==> src/rtl/fifo_irq_pkg.sv <==
package fifo_irq_pkg;
  localparam int NSRC = 5;
  // source bit positions, shared by raw, masked and mask vectors
  localparam int SRC_TXE = 0;
  localparam int SRC_TXO = 1;
  localparam int SRC_RXU = 2;
  localparam int SRC_RXO = 3;
  localparam int SRC_RXF = 4;
  // clear-register data bit positions
  localparam int CLB_ALL = 0;
  localparam int CLB_RXU = 1;
  localparam int CLB_RXO = 2;
  localparam int CLB_TXO = 3;
  typedef enum logic [1:0] {
    RA_TXTHR = 2'd0,
    RA_RXTHR = 2'd1,
    RA_MASK  = 2'd2,
    RA_CLR   = 2'd3
  } reg_sel_e;
endpackage

==> src/rtl/irq_regs.sv <==
module irq_regs
  import fifo_irq_pkg::*;
#(
  parameter int THR_W  = 5,
  parameter int DATA_W = 8
) (
  input  logic              clk,
  input  logic              rst,
  input  logic              wr,
  input  logic [1:0]        addr,
  input  logic [DATA_W-1:0] wdata,
  output logic [THR_W-1:0]  tx_thr,
  output logic [THR_W-1:0]  rx_thr,
  output logic [NSRC-1:0]   mask,
  output logic [NSRC-1:0]   clr_vec
);
  logic clr_hit;
  assign clr_hit = wr && (reg_sel_e'(addr) == RA_CLR);

  always_ff @(posedge clk) begin
    if (rst) begin
      tx_thr <= '0;
      rx_thr <= '0;
      mask   <= '0;
    end else if (wr) begin
      case (reg_sel_e'(addr))
        RA_TXTHR: tx_thr <= wdata[THR_W-1:0];
        RA_RXTHR: rx_thr <= wdata[THR_W-1:0];
        RA_MASK:  mask   <= wdata[NSRC-1:0];
        default:  ;
      endcase
    end
  end

  // per-source clear pulses; level sources are never clearable
  always_comb begin
    clr_vec          = '0;
    clr_vec[SRC_TXO] = clr_hit && (wdata[CLB_TXO] || wdata[CLB_ALL]);
    clr_vec[SRC_RXO] = clr_hit && (wdata[CLB_RXO] || wdata[CLB_ALL]);
    clr_vec[SRC_RXU] = clr_hit && (wdata[CLB_RXU] || wdata[CLB_ALL]);
  end
endmodule

==> src/rtl/irq_level_cmp.sv <==
module irq_level_cmp #(
  parameter int LVL_W = 6,
  parameter int THR_W = 5,
  parameter bit ABOVE = 1'b0
) (
  input  logic             clk,
  input  logic             rst,
  input  logic [LVL_W-1:0] level,
  input  logic [THR_W-1:0] thr,
  output logic             hit
);
  localparam int CMP_W = (LVL_W > THR_W) ? LVL_W : THR_W;
  logic [CMP_W-1:0] lv_x, th_x;
  logic             hit_d;

  assign lv_x = CMP_W'(level);
  assign th_x = CMP_W'(thr);

  generate
    if (ABOVE) begin : g_above
      assign hit_d = lv_x > th_x;
    end else begin : g_at_or_below
      assign hit_d = lv_x <= th_x;
    end
  endgenerate

  always_ff @(posedge clk) begin
    if (rst) hit <= 1'b0;
    else     hit <= hit_d;
  end
endmodule

==> src/rtl/irq_sticky.sv <==
module irq_sticky #(
  parameter int N = 3
) (
  input  logic         clk,
  input  logic         rst,
  input  logic [N-1:0] evt,
  input  logic [N-1:0] clr,
  output logic [N-1:0] flag
);
  generate
    for (genvar i = 0; i < N; i++) begin : g_flag
      always_ff @(posedge clk) begin
        if (rst)         flag[i] <= 1'b0;
        else if (evt[i]) flag[i] <= 1'b1;   // event wins over clear
        else if (clr[i]) flag[i] <= 1'b0;
      end
    end
  endgenerate
endmodule

==> src/rtl/fifo_irq_ctrl.sv <==
module fifo_irq_ctrl
  import fifo_irq_pkg::*;
#(
  parameter int LVL_W  = 6,
  parameter int THR_W  = 5,
  parameter int DATA_W = 8
) (
  input  logic              clk,
  input  logic              rst,
  input  logic [LVL_W-1:0]  tx_level,
  input  logic [LVL_W-1:0]  rx_level,
  input  logic              tx_push,
  input  logic              tx_full,
  input  logic              rx_push,
  input  logic              rx_full,
  input  logic              rx_pop,
  input  logic              rx_empty,
  input  logic              reg_wr,
  input  logic [1:0]        reg_addr,
  input  logic [DATA_W-1:0] reg_wdata,
  output logic [4:0]        raw_stat,
  output logic [4:0]        mask_stat,
  output logic              irq
);
  localparam int NERR = 3;

  logic [THR_W-1:0] tx_thr, rx_thr;
  logic [NSRC-1:0]  mask, clr_vec;
  logic             txe_hit, rxf_hit;
  logic [NERR-1:0]  err_evt, err_clr, err_flag;
  logic             irq_q;

  irq_regs #(.THR_W(THR_W), .DATA_W(DATA_W)) u_regs (
    .clk(clk), .rst(rst), .wr(reg_wr), .addr(reg_addr), .wdata(reg_wdata),
    .tx_thr(tx_thr), .rx_thr(rx_thr), .mask(mask), .clr_vec(clr_vec)
  );

  irq_level_cmp #(.LVL_W(LVL_W), .THR_W(THR_W), .ABOVE(1'b0)) u_txe (
    .clk(clk), .rst(rst), .level(tx_level), .thr(tx_thr), .hit(txe_hit)
  );

  irq_level_cmp #(.LVL_W(LVL_W), .THR_W(THR_W), .ABOVE(1'b1)) u_rxf (
    .clk(clk), .rst(rst), .level(rx_level), .thr(rx_thr), .hit(rxf_hit)
  );

  // error index 0: tx overflow, 1: rx underflow, 2: rx overflow
  assign err_evt = {rx_push & rx_full, rx_pop & rx_empty, tx_push & tx_full};
  assign err_clr = {clr_vec[SRC_RXO], clr_vec[SRC_RXU], clr_vec[SRC_TXO]};

  irq_sticky #(.N(NERR)) u_err (
    .clk(clk), .rst(rst), .evt(err_evt), .clr(err_clr), .flag(err_flag)
  );

  always_comb begin
    raw_stat          = '0;
    raw_stat[SRC_TXE] = txe_hit;
    raw_stat[SRC_TXO] = err_flag[0];
    raw_stat[SRC_RXU] = err_flag[1];
    raw_stat[SRC_RXO] = err_flag[2];
    raw_stat[SRC_RXF] = rxf_hit;
  end

  assign mask_stat = raw_stat & mask;

  always_ff @(posedge clk) begin
    if (rst) irq_q <= 1'b0;
    else     irq_q <= |mask_stat;
  end
  assign irq = irq_q;
endmodule

==> config.mk <==
export PLATFORM = sky130hd
export DESIGN_NAME = fifo_irq_ctrl
export DESIGN_NICKNAME = d
export VERILOG_FILES = /design/src/rtl/fifo_irq_pkg.sv /design/src/rtl/irq_regs.sv /design/src/rtl/irq_level_cmp.sv /design/src/rtl/irq_sticky.sv /design/src/rtl/fifo_irq_ctrl.sv
export SDC_FILE = /design/constraint.sdc
export NUM_CORES = 1
export LEC_CHECK = 0
export CORE_MARGIN = 10
export CORE_UTILIZATION = 48
export DETAILED_ROUTE_END_ITERATION = 8
export HOLD_SLACK_MARGIN = 0.06
export PLACE_DENSITY = 0.84
export SETUP_SLACK_MARGIN = 0.3
export SYNTH_ARGS = -nofsm -noshare
export SYNTH_HDL_FRONTEND = slang
export SYNTH_HIERARCHICAL = 1
export SYNTH_SLANG_ARGS = --single-unit
==> constraint.sdc <==
create_clock -name clk -period 1.85 [get_ports clk]
set_input_delay 0.37 -clock clk [delete_from_list [all_inputs] [get_ports clk]]
set_output_delay 0.37 -clock clk [all_outputs]
set_load 0.01 [all_outputs]
==> results of run 1 <==
[through the flow]
step / utilization / hold WS, ns
finish: 0.7059 / 0.4854
global route: 0.7059 / 0.5172
CTS: 0.7053 / 0.4888
detailed placement: 0.6987 / 0.4721
global placement: 0.6987 / 0.4637
floorplan: - / 0.4324
[registers in the layout (all words and copies together) (netlist names)]
name and flops:
u_txe/hit 1, u_regs/rx_thr 5, u_regs/tx_thr 5, u_err/flag 3, u_rxf/hit 1, irq 1
u_regs/mask 5
[power groups by stage]
stage	Sequential, mW	Combinational [mW]	Clock [mW]
global route	0.488	0.205	0.246
floorplan	0.494	0.0869	0
CTS	0.485	0.186	0.234
global placement	0.494	0.182	0
finish	0.485	0.185	0.225
detailed placement	0.495	0.191	0
[layout make-up]
cell class                 count  area, um2  share of cell area
multi-input combinational     89      690.7              0.4299
sequential                    21      424.2              0.2640
inverter                      13      48.80             0.03037
tap                           28      35.03             0.02181
clock buffer                   4      26.28             0.01636
timing repair buffer          40      381.6              0.2375
[worst paths after layout]
path                    startpoint                to  slack, ns  cells past startpoint
setup / recovery     u_err/flag[1]      mask_stat[2]       0.37                      2
hold / removal    u_regs/tx_thr[0]  u_regs/tx_thr[0]       0.49                      2
setup reg to reg  u_regs/rx_thr[4]         u_rxf/hit       0.48                      5
hold reg to reg   u_regs/tx_thr[0]  u_regs/tx_thr[0]       0.49                      2
[worst reg2reg max path, delay by kind of cell, from the launching register on]
| kind | cells | cell delay, ns |
|---|---|---|
| AO/OA/AOI/OAI | 2 | 0.36 |
| flip-flops | 1 | 0.35 |
| adder cells (fa/ha/maj) | 1 | 0.31 |
| AND/OR/NAND/NOR | 1 | 0.23 |
| buffers and inverters | 1 | 0.05 |
[repair_timing]
action,4_1_cts,5_1_grt
setup buffers,0,0
gates resized for setup,13,1
setup endpoints to repair,11,1
[metal layers]
layer / vias to the layer above / track usage
met5: - / 0
met3: 5 / 0.02853
met2: 34 / 0.1925
li1: 508 / -
met1: 459 / 0.1461
met4: 0 / 0.05435
==> summary.txt, run 1 <==
Status
  – Status: completed

Clock network
  – CTS Hold Bufs: 0
  – Clk sinks: 21
  – CTS tree: done
  – Clock Latency Late Sink: 0.31 ns
  – CTS buffer count: 3
  – Reg clk slew, reported paths: 0.11 ns
  – CTS Root Buffer Type: clkbuf_4
  – Clock Tree Buf Depth: 2
  – Htree depth: 1

Final layout
  – Final net count: 209
  – Commonest non-fill, non-tap cell in the layout: clkdlybuf4s50_1
  – Layout cell share with drive strength beyond 1: 0.07784
  – Finished Cell Area: 0.001607 mm2
  – Area grow syn2layout: 35.87%
  – Fillers: 207
  – Antenna fix cells: 0
  – Commonest cells after routing, fill and taps aside: clkdlybuf4s50_1, nand2b_1, dfxtp_1, mux2i_1, inv_1
  – Non-Filler Instances: 195

STA
  – RSZ-0062 raised after global routing: false
  – Setup TNS: 0 ns
  – Min Tclk post-route: 1.483 ns
  – Final hold vios: 0
  – Worst relative slew slack: 0.7362
  – Finish-stage setup viols: 0
  – Final Slew Violations: 0
  – Slew @ Worst Pin: 0.3945 ns
  – Period Utilization, post-route: 0.8014
  – Setup WS post-layout: 0.3675 ns
  – Layout Skew: 0.003623 ns
  – FMAX: 674.5 MHz

Detailed routing
  – Vias/cell: approximately 5.2
  – DRC viols: 0
  – ANT nets after route: 0
  – Top layer reached by signal wires: met4
  – WL met3: ~180 um
  – Metal2 WL: 1430 um
  – Metal1 wirelength: 1306 um
  – DR pass1 iterations: 4
  – Post-Route WL: 2965 um
  – Initial DRC count: 73
  – Drt wl/cell: 15.21 um
  – Routed via count: 1,006

Setup path
  – Crit Path Max Fanout: 4
  – Crit-path leading delay family: flip-flops
  – Worst Path Buf+Inv: 1
  – Worst setup SP type: flip-flop
  – CP cell instances: and2_2 -> dlygate4sd2_1
  – Worst Setup End Kind: primary output
  – Critical-path top delay cell: dfxtp_2
  – Peak per-stage delay on the critical path: approximately 0.35 ns
  – Critical Path AT: 1.11 ns
  – Critical path class: reg2out
  – Required @ worst endpoint: between 1 and 1.5 ns

Synth
  – Syn_area_per_cell: 9.310 um2
  – Gate Count Post-Synth: 127
  – Syn Nets: 168
  – Ys Warns: 6
  – Post-Syn Area: 0.001182 mm2

Pwr
  – Worst vdd ir: 357.4 uV
  – Clk pwr share: 0.251
  – Combinational share of power: 0.207
  – Sw Share: 0.2549
  – Power Total: 894.9 uW
  – Power Internal: 666.8 uW
  – Static Leak: slightly above 0.7 nW
  – Power density of the placed cells: 557.0 mW/mm2
  – Switch Pwr: 228.1 uW
  – Seq pwr share: 0.542

Floorplanning
  – Die X: slightly below 70 um
  – Rows: 17
  – DIE AREA: around 0.0048 mm2
  – Initial Utilization: 0.5195
  – Core Area: 0.002276 mm2
  – Vert. Die Dim: 69.63 um
  – Io pins: 42

Global route
  – Antenna violations before repair: 0
  – First-pass GRT wire length: about 4900 um
  – Overall routing resource usage: 0.1198
  – Gr ovfl total: 0
  – Vias in the first global route: 1,049
  – Largest net degree at the start of global routing: 15

Placement
  – Placement Setup Slack: 0.07223 ns
  – Placed cell count: 191
  – Detailed placer's ending HPWL: 2475 um
  – Post-DP Area: 0.001590 mm2
  – Port bufs: 38
  – Global placer's final weighted congestion: 0.7886

Job
  – Max capacitance violation total: 0

Min path
  – HP Class: reg2reg
(Power assumes the default switching activity.)
==> run 2: changes to the inputs <==
--- a/config.mk
+++ b/config.mk
@@ -6,10 +6,10 @@
 export NUM_CORES = 1
 export LEC_CHECK = 0
 export CORE_MARGIN = 10
-export CORE_UTILIZATION = 48
+export CORE_UTILIZATION = 44
 export DETAILED_ROUTE_END_ITERATION = 8
 export HOLD_SLACK_MARGIN = 0.06
-export PLACE_DENSITY = 0.84
+export PLACE_DENSITY = 0.78
 export SETUP_SLACK_MARGIN = 0.3
 export SYNTH_ARGS = -nofsm -noshare
 export SYNTH_HDL_FRONTEND = slang
==> constraint.sdc (replaced) <==
create_clock -name clk -period 1.5 [get_ports clk]
set_input_delay 0.3 -clock clk [delete_from_list [all_inputs] [get_ports clk]]
set_output_delay 0.3 -clock clk [all_outputs]
set_load 0.01 [all_outputs]
==> run 2 against run 1 <==
Compared with the run above: register-to-register slack worse by 0.20 ns; sequential share of layout area is 2.8 points lower; die area is 6.4% higher; critical path type is now reg2reg.
==> summary.txt, run 2 (synthesis gave the netlist of run 1 again) <==
STA
  – Slew @ Worst Pin: 0.3245 ns (-0.06995 ns)
  – RSZ-0062 raised after global routing: true
  – Final hold vios: 0 (unchanged)
  – Min Tclk post-route: 1.221 ns
  – Finish-stage setup viols: 0 (unchanged)
  – Setup TNS: 0 ns (unchanged)
  – FMAX: 818.9 MHz
  – Period Utilization, post-route: 0.8141
  – Final Slew Violations: 0 (unchanged)
  – Setup WS post-layout: 0.2789 ns (-0.08860 ns)
  – Hold_ws: 0.4402 ns (-0.04524 ns)
  – Layout Skew: 0.007491 ns (+0.003867 ns)
  – Worst relative slew slack: 0.7837 (+0.04746)

Pwr
  – Sw Share: 0.2659 (+0.01095)
  – Clk pwr share: 0.241 (-0.010)
  – Worst vdd ir: 431.2 uV (+21%)
  – Power Internal: 868.1 uW (+30%)
  – Combinational share of power: 0.250 (+0.043)
  – Power density of the placed cells: 631.3 mW/mm2 (+13%)
  – Switch Pwr: 314.4 uW (+38%)
  – Seq pwr share: 0.509 (-0.033)
  – Static Leak: 0.8383 nW (+17%)

Setup path
  – Required @ worst endpoint: 1.75 ns (+0.27 ns)
  – WP depth: 5 (+3)
  – CP cell instances: inv_2 -> ha_4 -> and4b_1 -> nand3_2 -> a21oi_2
  – Reg2reg start: u_regs/tx_thr[4]
  – Critical path class: reg2reg
  – Worst Path Buf+Inv: 1 (unchanged)
  – Worst setup SP type: flip-flop
  – Crit-path leading delay family: flip-flops
  – Critical Path AT: 1.47 ns (+0.36 ns)
  – Worst Setup End Kind: flip-flop
  – Reg2Reg Depth: 5 (unchanged)
  – FF-to-FF setup slack: 0.28 ns (-0.20 ns)
  – Critical-path top delay cell: dfxtp_2
  – Peak per-stage delay on the critical path: 0.36 ns (about the same)
  – Crit Path Max Fanout: 3 (-1)
  – Worst flop-to-flop path endpoint: u_txe/hit

Detailed routing
  – Post-Route WL: 3232 um (+9.0%)
  – Routed via count: 1,046 (+4.0%)
  – DR pass1 iterations: 4 (unchanged)
  – Drt wl/cell: 15.32 um (+0.74%)
  – Initial DRC count: 63 (-14%)
  – Vias/cell: 4.957 (-3.9%)
  – ANT nets after route: 0 (unchanged)
  – DRC viols: 0 (unchanged)

Clock network
  – CTS Root Buffer Type: clkbuf_4
  – Htree depth: 1 (unchanged)
  – Clk sinks: 21 (unchanged)
  – CTS buffer count: 3 (unchanged)
  – Reg clk slew, reported paths: 0.12 ns (about the same)
  – CTS tree: done
  – Clock Tree Buf Depth: 2 (unchanged)
  – Clock Latency Late Sink: 0.31 ns (about the same)

Min path
  – Min-Delay Path Depth: 3 (+1)
  – Worst Hold Path EP: u_regs/tx_thr[4]
  – HP Class: in2reg
  – Worst hold path startpoint: reg_addr[0]

Final layout
  – Commonest non-fill, non-tap cell in the layout: nand2b_1
  – Core Util, Final: 0.7426 (+0.03668)
  – Layout cell share with drive strength beyond 1: 0.4144 (+0.3365)
  – Regs by FF count: u_regs/mask x5, u_regs/rx_thr x5, u_regs/tx_thr x5
  – Final net count: 223 (+6.7%)
  – Commonest cells after routing, fill and taps aside: nand2b_1, clkdlybuf4s50_1, dfxtp_2, mux2i_1, buf_4
  – Area grow syn2layout: 58.41%
  – Antenna fix cells: 0 (unchanged)

Floorplanning
  – Core Area: 0.002522 mm2 (+11%)
  – Vert. Die Dim: 71.84 um (+3.2%)
  – Io pins: 42 (unchanged)
  – Initial Utilization: 0.4688 (-0.05077)
  – Rows: 18 (+1)
  – Die X: 71.84 um (+3.2%)
  – DIE AREA: 0.005161 mm2 (+6.4%)

Global route
  – Antenna violations before repair: 0 (unchanged)
  – First-pass GRT wire length: 5037 um (+2.5%)
  – Largest net degree at the start of global routing: 14 (-1)
  – Overall routing resource usage: 0.1190 (-0.0007311)
  – Gr ovfl total: 0 (unchanged)
  – Vias in the first global route: 1,033 (-1.5%)

Job
  – Max capacitance violation total: 0 (unchanged)

Status
  – Status: completed

Placement
  – Placement Setup Slack: -0.1598 ns (-0.2320 ns)
  – Global placer's final weighted congestion: 0.7032 (-11%)
  – Detailed placer's ending HPWL: 2377 um (-3.9%)
  – Port bufs: 38 (unchanged)
-- run 2: worst register-to-register path, cell delays in order, from the launching register on --
cell and delay (ns):
dfxtp_2 0.36, inv_2 0.05, ha_4 0.27, and4b_1 0.25, nand3_2 0.09, a21oi_2 0.14
-- run 2: power by group through the flow --
stage	Clock (mW)	Combinational (mW)	Sequential, mW
after floorplan	0	0.107	0.609
after global placement	0	0.237	0.609
after detailed placement	0	0.245	0.611
after CTS	0.286	0.275	0.601
after global routing	0.308	0.321	0.606
final	0.285	0.295	0.602
-- run 2: per-layer routing --
layer,global-route usage,share of wire
met1,0.1474,0.47
met2,0.1873,0.44
met3,0.03994,0.081
met4,0.04086,0.015
met5,0,0
-- run 2: metrics by stage --
step | cell area (um2) | total power, mW | std cells
final | 1873 | 1.182 | 211
after global routing | 1873 | 1.235 | 211
after CTS | 1794 | 1.163 | 208
after detailed placement | 1628 | 0.8556 | 196
after global placement | 1628 | 0.8466 | 196
after floorplan | 1182 | 0.7165 | 127
-- run 2: cell type report --
| cell class | count | area (um2) |
|---|---|---|
| fill | 198 | 649.4 |
| tap | 30 | 37.54 |
| inverter | 13 | 48.80 |
| multi-input combinational | 89 | 820.8 |
| sequential | 21 | 441.7 |
| clock buffer | 4 | 26.28 |
| timing repair buffer | 54 | 498.0 |
-- run 2: timing repair --
item / in CTS / in global routing
hold buffers: 0 / 0
setup endpoints to repair: 13 / 23
pin swaps: 16 / 6
resized for setup: 83 / 20
setup buffers: 8 / 3
-- run 2: worst max path at each step --
stage / startpoint / end / slack, ns
after detailed placement: tx_level[4] / u_txe/hit / -0.16
after global placement: rx_level[3] / u_rxf/hit / -0.12
after global routing: u_err/flag[2] / mask_stat[3] / 0.25
final: u_regs/tx_thr[4] / u_txe/hit / 0.28
after floorplan: u_regs/rx_thr[4] / u_rxf/hit / 0.31
after CTS: u_regs/mask[4] / mask_stat[4] / 0.26
